==> config.mk <==
export PLATFORM = sky130hd
export DESIGN_NAME = e1_tdm_demux
export DESIGN_NICKNAME = d
export VERILOG_FILES = /design/src/rtl/e1dmx_pkg.sv /design/src/rtl/e1dmx_slot_ctr.sv /design/src/rtl/e1dmx_lane.sv /design/src/rtl/e1_tdm_demux.sv
export SDC_FILE = /design/constraint.sdc
export NUM_CORES = 1
export LEC_CHECK = 0
export BUFFER_PORTS_ARGS = -buffer_cell sky130_fd_sc_hd__buf_2
export CORE_ASPECT_RATIO = 0.8
export CORE_MARGIN = 2
export CORE_UTILIZATION = 55
export DETAILED_ROUTE_END_ITERATION = 12
export GPL_TIMING_DRIVEN = 0
export PLACE_DENSITY_LB_ADDON = 0.3
export SETUP_SLACK_MARGIN = 0.5
export SLEW_MARGIN = 20
export SYNTH_ARGS = -nofsm -noshare
export SYNTH_HDL_FRONTEND = slang
export SYNTH_SLANG_ARGS = --single-unit
export TNS_END_PERCENT = 1
==> constraint.sdc <==
create_clock -name clk_i -period 3.5 [get_ports clk_i]
set_clock_uncertainty 0.1 [all_clocks]
set_input_delay 0.875 -clock clk_i [delete_from_list [all_inputs] [get_ports clk_i]]
set_output_delay 0.875 -clock clk_i [all_outputs]
set_load 0.01 [all_outputs]
==> src/rtl/e1dmx_pkg.sv <==
package e1dmx_pkg;
  localparam int unsigned DEF_CH     = 4;
  localparam int unsigned DEF_SLOTS  = 8;
  localparam int unsigned DEF_FRAME  = 256;

  typedef enum logic {
    ST_HUNT = 1'b0,
    ST_LOCK = 1'b1
  } lock_e;
endpackage

==> src/rtl/e1dmx_slot_ctr.sv <==
module e1dmx_slot_ctr
  import e1dmx_pkg::*;
#(
  parameter int unsigned SLOTS      = DEF_SLOTS,
  parameter int unsigned FRAME_BITS = DEF_FRAME,
  localparam int unsigned SW = (SLOTS > 1) ? $clog2(SLOTS) : 1,
  localparam int unsigned BW = (FRAME_BITS > 1) ? $clog2(FRAME_BITS) : 1
) (
  input  logic          clk_i,
  input  logic          rst_ni,
  input  logic          sync_i,
  output logic [SW-1:0] cur_slot_o,
  output logic          first_bit_o,
  output logic          live_o,
  output logic          misalign_o
);
  lock_e         state_q;
  logic [SW-1:0] slot_q, slot_nxt;
  logic [BW-1:0] bit_q, bit_cur, bit_nxt;
  logic          misalign_q, misalign_d;

  // Position of the present cycle: a sync forces slot 0 / bit 0.
  always_comb begin
    cur_slot_o  = sync_i ? '0 : slot_q;
    bit_cur     = sync_i ? '0 : bit_q;
    live_o      = sync_i | (state_q == ST_LOCK);
    first_bit_o = (bit_cur == '0);
    misalign_d  = sync_i && (state_q == ST_LOCK) &&
                  ((slot_q != '0) || (bit_q != '0));
  end

  always_comb begin
    if (cur_slot_o == SW'(SLOTS - 1)) begin
      slot_nxt = '0;
      bit_nxt  = (bit_cur == BW'(FRAME_BITS - 1)) ? '0 : bit_cur + 1'b1;
    end else begin
      slot_nxt = cur_slot_o + 1'b1;
      bit_nxt  = bit_cur;
    end
  end

  always_ff @(posedge clk_i) begin
    if (!rst_ni) begin
      state_q    <= ST_HUNT;
      slot_q     <= '0;
      bit_q      <= '0;
      misalign_q <= 1'b0;
    end else begin
      misalign_q <= misalign_d;
      if (live_o) begin
        state_q <= ST_LOCK;
        slot_q  <= slot_nxt;
        bit_q   <= bit_nxt;
      end
    end
  end

  assign misalign_o = misalign_q;
endmodule

==> src/rtl/e1dmx_lane.sv <==
module e1dmx_lane #(
  parameter int unsigned SW       = 3,
  parameter int unsigned LANE_IDX = 0
) (
  input  logic          clk_i,
  input  logic          rst_ni,
  input  logic          live_i,
  input  logic [SW-1:0] slot_i,
  input  logic          first_bit_i,
  input  logic          ser_i,
  output logic          data_o,
  output logic          valid_o,
  output logic          sof_o
);
  logic hit;
  assign hit = live_i && (slot_i == SW'(LANE_IDX));

  always_ff @(posedge clk_i) begin
    if (!rst_ni) begin
      data_o  <= 1'b0;
      valid_o <= 1'b0;
      sof_o   <= 1'b0;
    end else begin
      valid_o <= hit;
      sof_o   <= hit && first_bit_i;
      if (hit) data_o <= ser_i;
    end
  end
endmodule

==> src/rtl/e1_tdm_demux.sv <==
module e1_tdm_demux
  import e1dmx_pkg::*;
#(
  parameter int unsigned NUM_CH     = DEF_CH,
  parameter int unsigned SLOTS      = DEF_SLOTS,
  parameter int unsigned FRAME_BITS = DEF_FRAME
) (
  input  logic              clk_i,
  input  logic              rst_ni,
  input  logic              sync_i,
  input  logic              ser_i,
  output logic [NUM_CH-1:0] ch_data_o,
  output logic [NUM_CH-1:0] ch_valid_o,
  output logic [NUM_CH-1:0] ch_sof_o,
  output logic              misalign_o
);
  localparam int unsigned SW = (SLOTS > 1) ? $clog2(SLOTS) : 1;

  logic [SW-1:0] cur_slot;
  logic          first_bit;
  logic          live;

  e1dmx_slot_ctr #(
    .SLOTS      (SLOTS),
    .FRAME_BITS (FRAME_BITS)
  ) u_ctr (
    .clk_i       (clk_i),
    .rst_ni      (rst_ni),
    .sync_i      (sync_i),
    .cur_slot_o  (cur_slot),
    .first_bit_o (first_bit),
    .live_o      (live),
    .misalign_o  (misalign_o)
  );

  for (genvar c = 0; c < NUM_CH; c++) begin : g_lane
    e1dmx_lane #(
      .SW       (SW),
      .LANE_IDX (c)
    ) u_lane (
      .clk_i       (clk_i),
      .rst_ni      (rst_ni),
      .live_i      (live),
      .slot_i      (cur_slot),
      .first_bit_i (first_bit),
      .ser_i       (ser_i),
      .data_o      (ch_data_o[c]),
      .valid_o     (ch_valid_o[c]),
      .sof_o       (ch_sof_o[c])
    );
  end
endmodule

==> reports/results.tsv, run 1 <==
stage	metric	value	unit
status	status	finished clean	
synthesis	yosysUniqueCellTypes	36	
finish	final_area	1460	sq um
critical_path	required	3630	ps
critical_path	slowest_delay	310	ps
clock_network	clk_pin_slew	130	ps
grt	grt_pass1_vias	805	
grt	antenna_found_initial	0	
clock_network	clock-sinks	25	
clock_network	clk_latency	320	ps
critical_path	path_max_fanout	10	
critical_path	slowest_stage	nor3_4	
timing	finalSetupTns	0	ps
critical_path	path_class	in2reg	
timing	finalHoldViolCount	0	
finish	fin_util	0.665	
finish	num_antenna_cells	0	
timing	max_freq	345	MHz
grt	grt_max_degree	15	
die	row_count	15	
worst_hold_path	min_to	g_lane[3].u_lane.data_o$_SDFFE_PN0P_	
clock_network	numCtsBuffers	3	
timing	rsz0062_at_grt	no	
clock_network	post_cts_buffers	0	
finish	nNetsFinal	181	
finish	areaGrowthSynthToFinish	12.0	%
flow_run	drv_cap	0	
power	leakagePower	0.720	nW
critical_path	reg2reg_depth	9	
clock_network	hold_buffers	0	
finish	fillers	179	
clock_network	clk_path_buf_depth	2	
synthesis	yosysWarnings	0	
clock_network	post_cts_resized	0	
die	dieArea	2780	sq um
critical_path	r2r_start	u_ctr.slot_q[0]$_SDFFE_PN0P_	
power	p_total	0.485	mW
critical_path	crit_family	buffers and inverters	
timing	fin_crit_sh	0.828	
worst_hold_path	hold_path.startpoint	g_lane[3].u_lane.data_o$_SDFFE_PN0P_	
timing	worst_pin_slew	388	ps
power	ir_worst_vdd	0.292	mV
drt	ant_nets	0	
drt	first_pass_iters	4	
grt	grt_use_total	0.183	
clock_network	tritoncts	done	
critical_path	critical_path.startpoint_type	primary input	
finish	layout-drive-gt1-share	0.244	
critical_path	rrSetupSlack	1330	ps
place	dp_hpwl	1830	um
synthesis	async_flop_share	0	
synthesis	synthCells	149	
synthesis	synth_nets	161	
finish	final_common_cell	dfxtp_1	
synthesis	synth_ff_type	dfxtp_1	
die	initial_core_util	0.594	
critical_path	r2r-end	u_ctr.bit_q[5]$_SDFFE_PN0P_	
drt	vias	1049	
timing	slew_headroom	0.741	
place	dp_slack	243	ps
worst_hold_path	hold_depth	2	
drt	wirelength	2410	um
critical_path	arrival	3030	ps
synthesis	ys_ff_latch	25	
die	ios	17	
finish	layout_common_cells	dfxtp_1, buf_2, buf_4	
synthesis	synth_edf_count	0	
timing	setup_slack	602	ps
die	die_width	58.4	um
drt	post_drt_wl_per_cell	12.5	um
drt	drt_iter0_markers	38	
place	portBuffers	15	
place	gp_congestion	0.889	
clock_network	cts_htree_levels	1	
critical_path	worst_setup_path_end_kind	register	
grt	grt_overflow_total	0	
place	place_area	1410	sq um
timing	setup_viol	0	
die	coreArea	2200	sq um
synthesis	syn_area_per_cell	8.75	sq um
critical_path	path_buf_inv	5	
timing	slew_viol_final	0	
timing	period_minus_slack	2900	ps
clock_network	cts_root_buf	clkbuf_4	
grt	grt_first_pass_wirelength	3750	um
drt	drc	0	
synthesis	ys_seq_area_frac	0.384	
worst_hold_path	min_path_type	reg2reg	
power	power_density	332	nW/um^2
drt	via_per_inst	5.44	
synthesis	syn_area	1300	sq um
critical_path	path_cells	buf_2 -> clkbuf_4 -> clkbuf_4 -> nand2b_1 -> inv_1 -> ha_1 -> ha_1 -> buf_2 -> nand4_1 -> nor3_4 -> a2111oi_2 -> o21a_1	
die	die_h	47.5	um
==> per-stage QoR <==
step	std cells	hold WS [ps]
after floorplan	149	344
after global placement	189	353
after detailed placement	189	376
after CTS	193	394
after global routing	193	427
final	193	388
==> logic make-up after synthesis <==
logic type / Yosys count / synth area share
AND/OR/NAND/NOR: 59 / 0.247
buffers and inverters: 27 / 0.116
flip-flops: 25 / 0.384
AO/OA/AOI/OAI: 23 / 0.126
adder cells (fa/ha/maj): 8 / 0.0768
multiplexers: 4 / 0.0307
XOR/XNOR: 3 / 0.0202
==> cell type report <==
class	count	area, sq um	area share
Inverter	8	30.0	0.0206
Tap cell	25	31.3	0.0214
Multi-Input combinational cell	97	669	0.458
Clock buffer	3	22.5	0.0154
Sequential cell	25	500	0.343
Timing Repair Buffer	15	75.1	0.0514
Buffer	19	126	0.0865
Clock inverter	1	5.00	0.00343
==> sequential cells by signal, indices dropped and copies added (netlist names) <==
name,flops
u_ctr.bit_q,8
g_lane.u_lane.data_o,4
g_lane.u_lane.sof_o,4
g_lane.u_lane.valid_o,4
u_ctr.slot_q,3
u_ctr.misalign_o,1
u_ctr.state_q,1
==> worst max path at each step <==
stage	from	end	slack, ps	cells after the start
after floorplan	sync_i	u_ctr.bit_q[5]$_SDFFE_PN0P_	660	11
after global placement	sync_i	u_ctr.bit_q[5]$_SDFFE_PN0P_	270	12
after detailed placement	sync_i	u_ctr.bit_q[5]$_SDFFE_PN0P_	240	12
after CTS	sync_i	u_ctr.bit_q[5]$_SDFFE_PN0P_	550	12
after global routing	sync_i	u_ctr.bit_q[5]$_SDFFE_PN0P_	500	12
final	sync_i	u_ctr.bit_q[5]$_SDFFE_PN0P_	600	12
==> report_power, final <==
part           total [mW]  internal [mW]  switching (mW)
clock network       0.128         0.0428          0.0851
logic              0.0599         0.0278          0.0321
registers           0.297          0.293         0.00411
total               0.485          0.364           0.121
==> cells in the mapped netlist (3+ instances only) <==
cell	count	area, sq um
and2_1	4	25.0
and3_1	4	25.0
buf_2	4	20.0
buf_4	12	90.1
clkbuf_1	3	11.3
dfxtp_1	25	500
ha_1	8	100
inv_1	8	30.0
mux2i_1	4	40.0
nand2_1	9	33.8
nand2b_1	5	31.3
nand3_1	8	40.0
nand4_1	3	18.8
nor2_1	8	30.0
nor2b_1	7	43.8
nor3_1	4	20.0
o21a_1	3	22.5
o21ai_0	6	30.0
==> layer usage <==
layer,up-vias,track usage,wire [um],share of wire
met2,36,0.281,1080,0.45
met1,475,0.257,1120,0.47
met5,-,0,0,0
li1,536,-,-,-
met3,2,0.0514,183,0.076
met4,0,0.0465,16,0.0067
==> worst min-delay path, delay by kind of cell (launching register included) <==
kind / cells / cell delay [ps]
AND/OR/NAND/NOR: 1 / 50
AO/OA/AOI/OAI: 1 / 70
flip-flops: 1 / 330
No activity file was read; power rests on OpenSTA's default activity.
==> run 2: changes to the inputs <==
--- a/config.mk
+++ b/config.mk
@@ -8,7 +8,7 @@
 export BUFFER_PORTS_ARGS = -buffer_cell sky130_fd_sc_hd__buf_2
 export CORE_ASPECT_RATIO = 0.8
 export CORE_MARGIN = 2
-export CORE_UTILIZATION = 55
+export CORE_UTILIZATION = 50
 export DETAILED_ROUTE_END_ITERATION = 12
 export GPL_TIMING_DRIVEN = 0
 export PLACE_DENSITY_LB_ADDON = 0.3
==> constraint.sdc (replaced) <==
create_clock -name clk_i -period 2.5 [get_ports clk_i]
set_clock_uncertainty 0.1 [all_clocks]
set_input_delay 0.625 -clock clk_i [delete_from_list [all_inputs] [get_ports clk_i]]
set_output_delay 0.625 -clock clk_i [all_outputs]
set_load 0.01 [all_outputs]
==> run 2 against run 1 <==
Effect of this change:
- final cell count rose by 13%
- non-clock buffer count rose by 14
- first-iteration DRC count fell by 24%
- via count rose by 5.2%
- flip-flop and latch count did not move
- worst hold slack improved by 4.6 ps
- register-to-register slack got worse by 690 ps
- power rose by 47%
- combinational power rose by 80%
- sequential power rose by 41%
- critical path type unchanged
- critical endpoint is now u_ctr.bit_q[7]$_SDFFE_PN0P_
==> reports/results.tsv, run 2 (synthesized netlist as in run 1, its figures left out) <==
stage	metric	value	unit	change
clock_network	cts_htree_levels	1		unchanged
timing	hold_ws	393	ps	+4.60 ps
timing	setup_viol	0		unchanged
clock_network	clk_path_buf_depth	2		unchanged
worst_hold_path	hold_path.startpoint	g_lane[3].u_lane.data_o$_SDFFE_PN0P_		
finish	multi_input_comb_area	734	sq um	+9.7%
finish	layout-drive-gt1-share	0.357		+0.113
die	die_h	49.7	um	+4.5%
finish	final_common_cell	buf_4		
grt	grt_first_pass_wirelength	4570	um	+22%
critical_path	rrSetupSlack	640	ps	-690 ps
drt	drc	0		unchanged
drt	drt_iter0_markers	29		-24%
finish	final_area	1680	sq um	+15%
clock_network	clk_latency	330	ps	about the same
finish	num_antenna_cells	0		unchanged
critical_path	worst_setup_path_end_kind	register		
die	row_count	16		+1
worst_hold_path	min_to	g_lane[3].u_lane.data_o$_SDFFE_PN0P_		
die	initial_core_util	0.529		-0.0643
critical_path	arrival	2230	ps	-800 ps
timing	slew_headroom	0.721		-0.0203
finish	layout_common_cells	buf_4, dfxtp_1, buf_2		
grt	grt_max_degree	16		+1
finish	nNetsFinal	195		+7.7%
worst_hold_path	hold_depth	2		unchanged
timing	finalHoldViolCount	0		unchanged
critical_path	r2r_start	u_ctr.bit_q[1]$_SDFFE_PN0P_		
place	gp_congestion	0.939		+5.7%
drt	via_per_inst	5.06		-6.8%
clock_network	numCtsBuffers	3		unchanged
finish	largest_reg_flops	8		unchanged
die	ios	17		unchanged
timing	setup_slack	412	ps	-190 ps
power	ir_worst_vdd	0.328	mV	+12%
finish	layout.area.seq	500	sq um	unchanged
critical_path	reg2reg_depth	7		-2
timing	rsz0062_at_grt	yes		
drt	post_drt_wl_per_cell	12.4	um	-0.65%
critical_path	critical_path.startpoint_type	primary input		
place	dp_hpwl	1960	um	+7.3%
clock_network	hold_buffers	0		unchanged
critical_path	r2r-end	u_ctr.bit_q[7]$_SDFFE_PN0P_		
drt	wirelength	2700	um	+12%
critical_path	required	2640	ps	-990 ps
finish	regMostFlops	u_ctr.bit_q		
flow_run	drv_cap	0		unchanged
place	dp_slack	-75.2	ps	-318 ps
timing	worst_pin_slew	419	ps	+30.5 ps
timing	max_freq	479	MHz	
status	status	finished clean		
clock_network	tritoncts	done		
place	place_area	1510	sq um	+6.9%
clock_network	clock-sinks	25		unchanged
worst_hold_path	min_path_type	reg2reg		
grt	grt_pass1_vias	997		+24%
die	dieArea	3030	sq um	+9.2%
finish	fillers	215		+20%
timing	fin_crit_sh	0.835		
clock_network	cts_root_buf	clkbuf_4		
critical_path	path_max_fanout	4		-6
drt	first_pass_iters	4		unchanged
timing	slew_viol_final	0		unchanged
timing	period_minus_slack	2090	ps	
drt	vias	1104		+5.2%
clock_network	clk_pin_slew	140	ps	about the same
die	coreArea	2460	sq um	+12%
power	leakagePower	0.810	nW	+13%
grt	grt_use_total	0.202		+0.0196
drt	ant_nets	0		unchanged
place	portBuffers	15		unchanged
grt	antenna_found_initial	0		unchanged
finish	areaGrowthSynthToFinish	28.8	%	
die	die_width	61.1	um	+4.5%
critical_path	path_class	in2reg		
power	power_density	423	nW/um^2	+27%
grt	grt_overflow_total	0		unchanged
-- run 2: stage by stage --
| stage | total power, mW | setup TNS, ps | std cells | utilization |
|---|---|---|---|---|
| after floorplan | 0.493 | 0 | 149 | - |
| after global placement | 0.515 | -74.5 | 200 | 0.612 |
| after detailed placement | 0.517 | -75.2 | 200 | 0.612 |
| after CTS | 0.710 | 0 | 214 | 0.663 |
| after global routing | 0.746 | 0 | 218 | 0.682 |
| final | 0.711 | 0 | 218 | 0.682 |
-- run 2: worst max path at each step --
| stage | cells past startpoint | startpoint | to |
|---|---|---|---|
| 2_1_floorplan | 11 | sync_i | u_ctr.bit_q[5]$_SDFFE_PN0P_ |
| 3_3_place_gp | 12 | sync_i | u_ctr.bit_q[5]$_SDFFE_PN0P_ |
| 3_5_place_dp | 12 | sync_i | u_ctr.bit_q[5]$_SDFFE_PN0P_ |
| 4_1_cts | 12 | sync_i | u_ctr.bit_q[5]$_SDFFE_PN0P_ |
| 5_1_grt | 13 | sync_i | u_ctr.bit_q[7]$_SDFFE_PN0P_ |
| 6_report | 13 | sync_i | u_ctr.bit_q[7]$_SDFFE_PN0P_ |
-- run 2: layout make-up --
| cell class | count | area share |
|---|---|---|
| Timing Repair Buffer | 29 | 0.113 |
| Multi-Input combinational cell | 97 | 0.437 |
| Clock buffer | 3 | 0.0134 |
| Clock inverter | 1 | 0.00447 |
| Buffer | 19 | 0.0857 |
| Tap cell | 36 | 0.0268 |
| Sequential cell | 25 | 0.298 |
| Inverter | 8 | 0.0209 |
-- run 2: critical path, stage by stage --
cell	delay, ps
buf_8	100
buf_8	110
buf_6	110
nand2b_4	140
inv_4	60
ha_4	140
ha_4	120
buf_6	110
nand4_1	170
buf_4	220
o21a_1	100
o21ai_1	130
a21oi_1	80
-- run 2: power breakdown --
group / leakage [nW] / internal [mW] / total [mW] / switching [mW]
registers: 0.203 / 0.410 / 0.418 / 0.00720
logic: 0.593 / 0.0548 / 0.108 / 0.0527
clock network: 0.0139 / 0.0613 / 0.186 / 0.125
-- run 2: what timing repair did --
| action | CTS | global route |
|---|---|---|
| pin swaps | 5 | 8 |
| buffers inserted | 10 | 4 |
| endpoints found under the setup margin | 6 | 6 |
| gates resized for setup | 7 | 5 |
-- run 2: layer usage --
metal | up-vias | GRT usage | part of all wire
met5 | - | 0 | 0
met3 | 0 | 0.0551 | 0.064
met1 | 516 | 0.294 | 0.48
met4 | 0 | 0.0217 | 0
met2 | 30 | 0.309 | 0.45
li1 | 558 | - | -
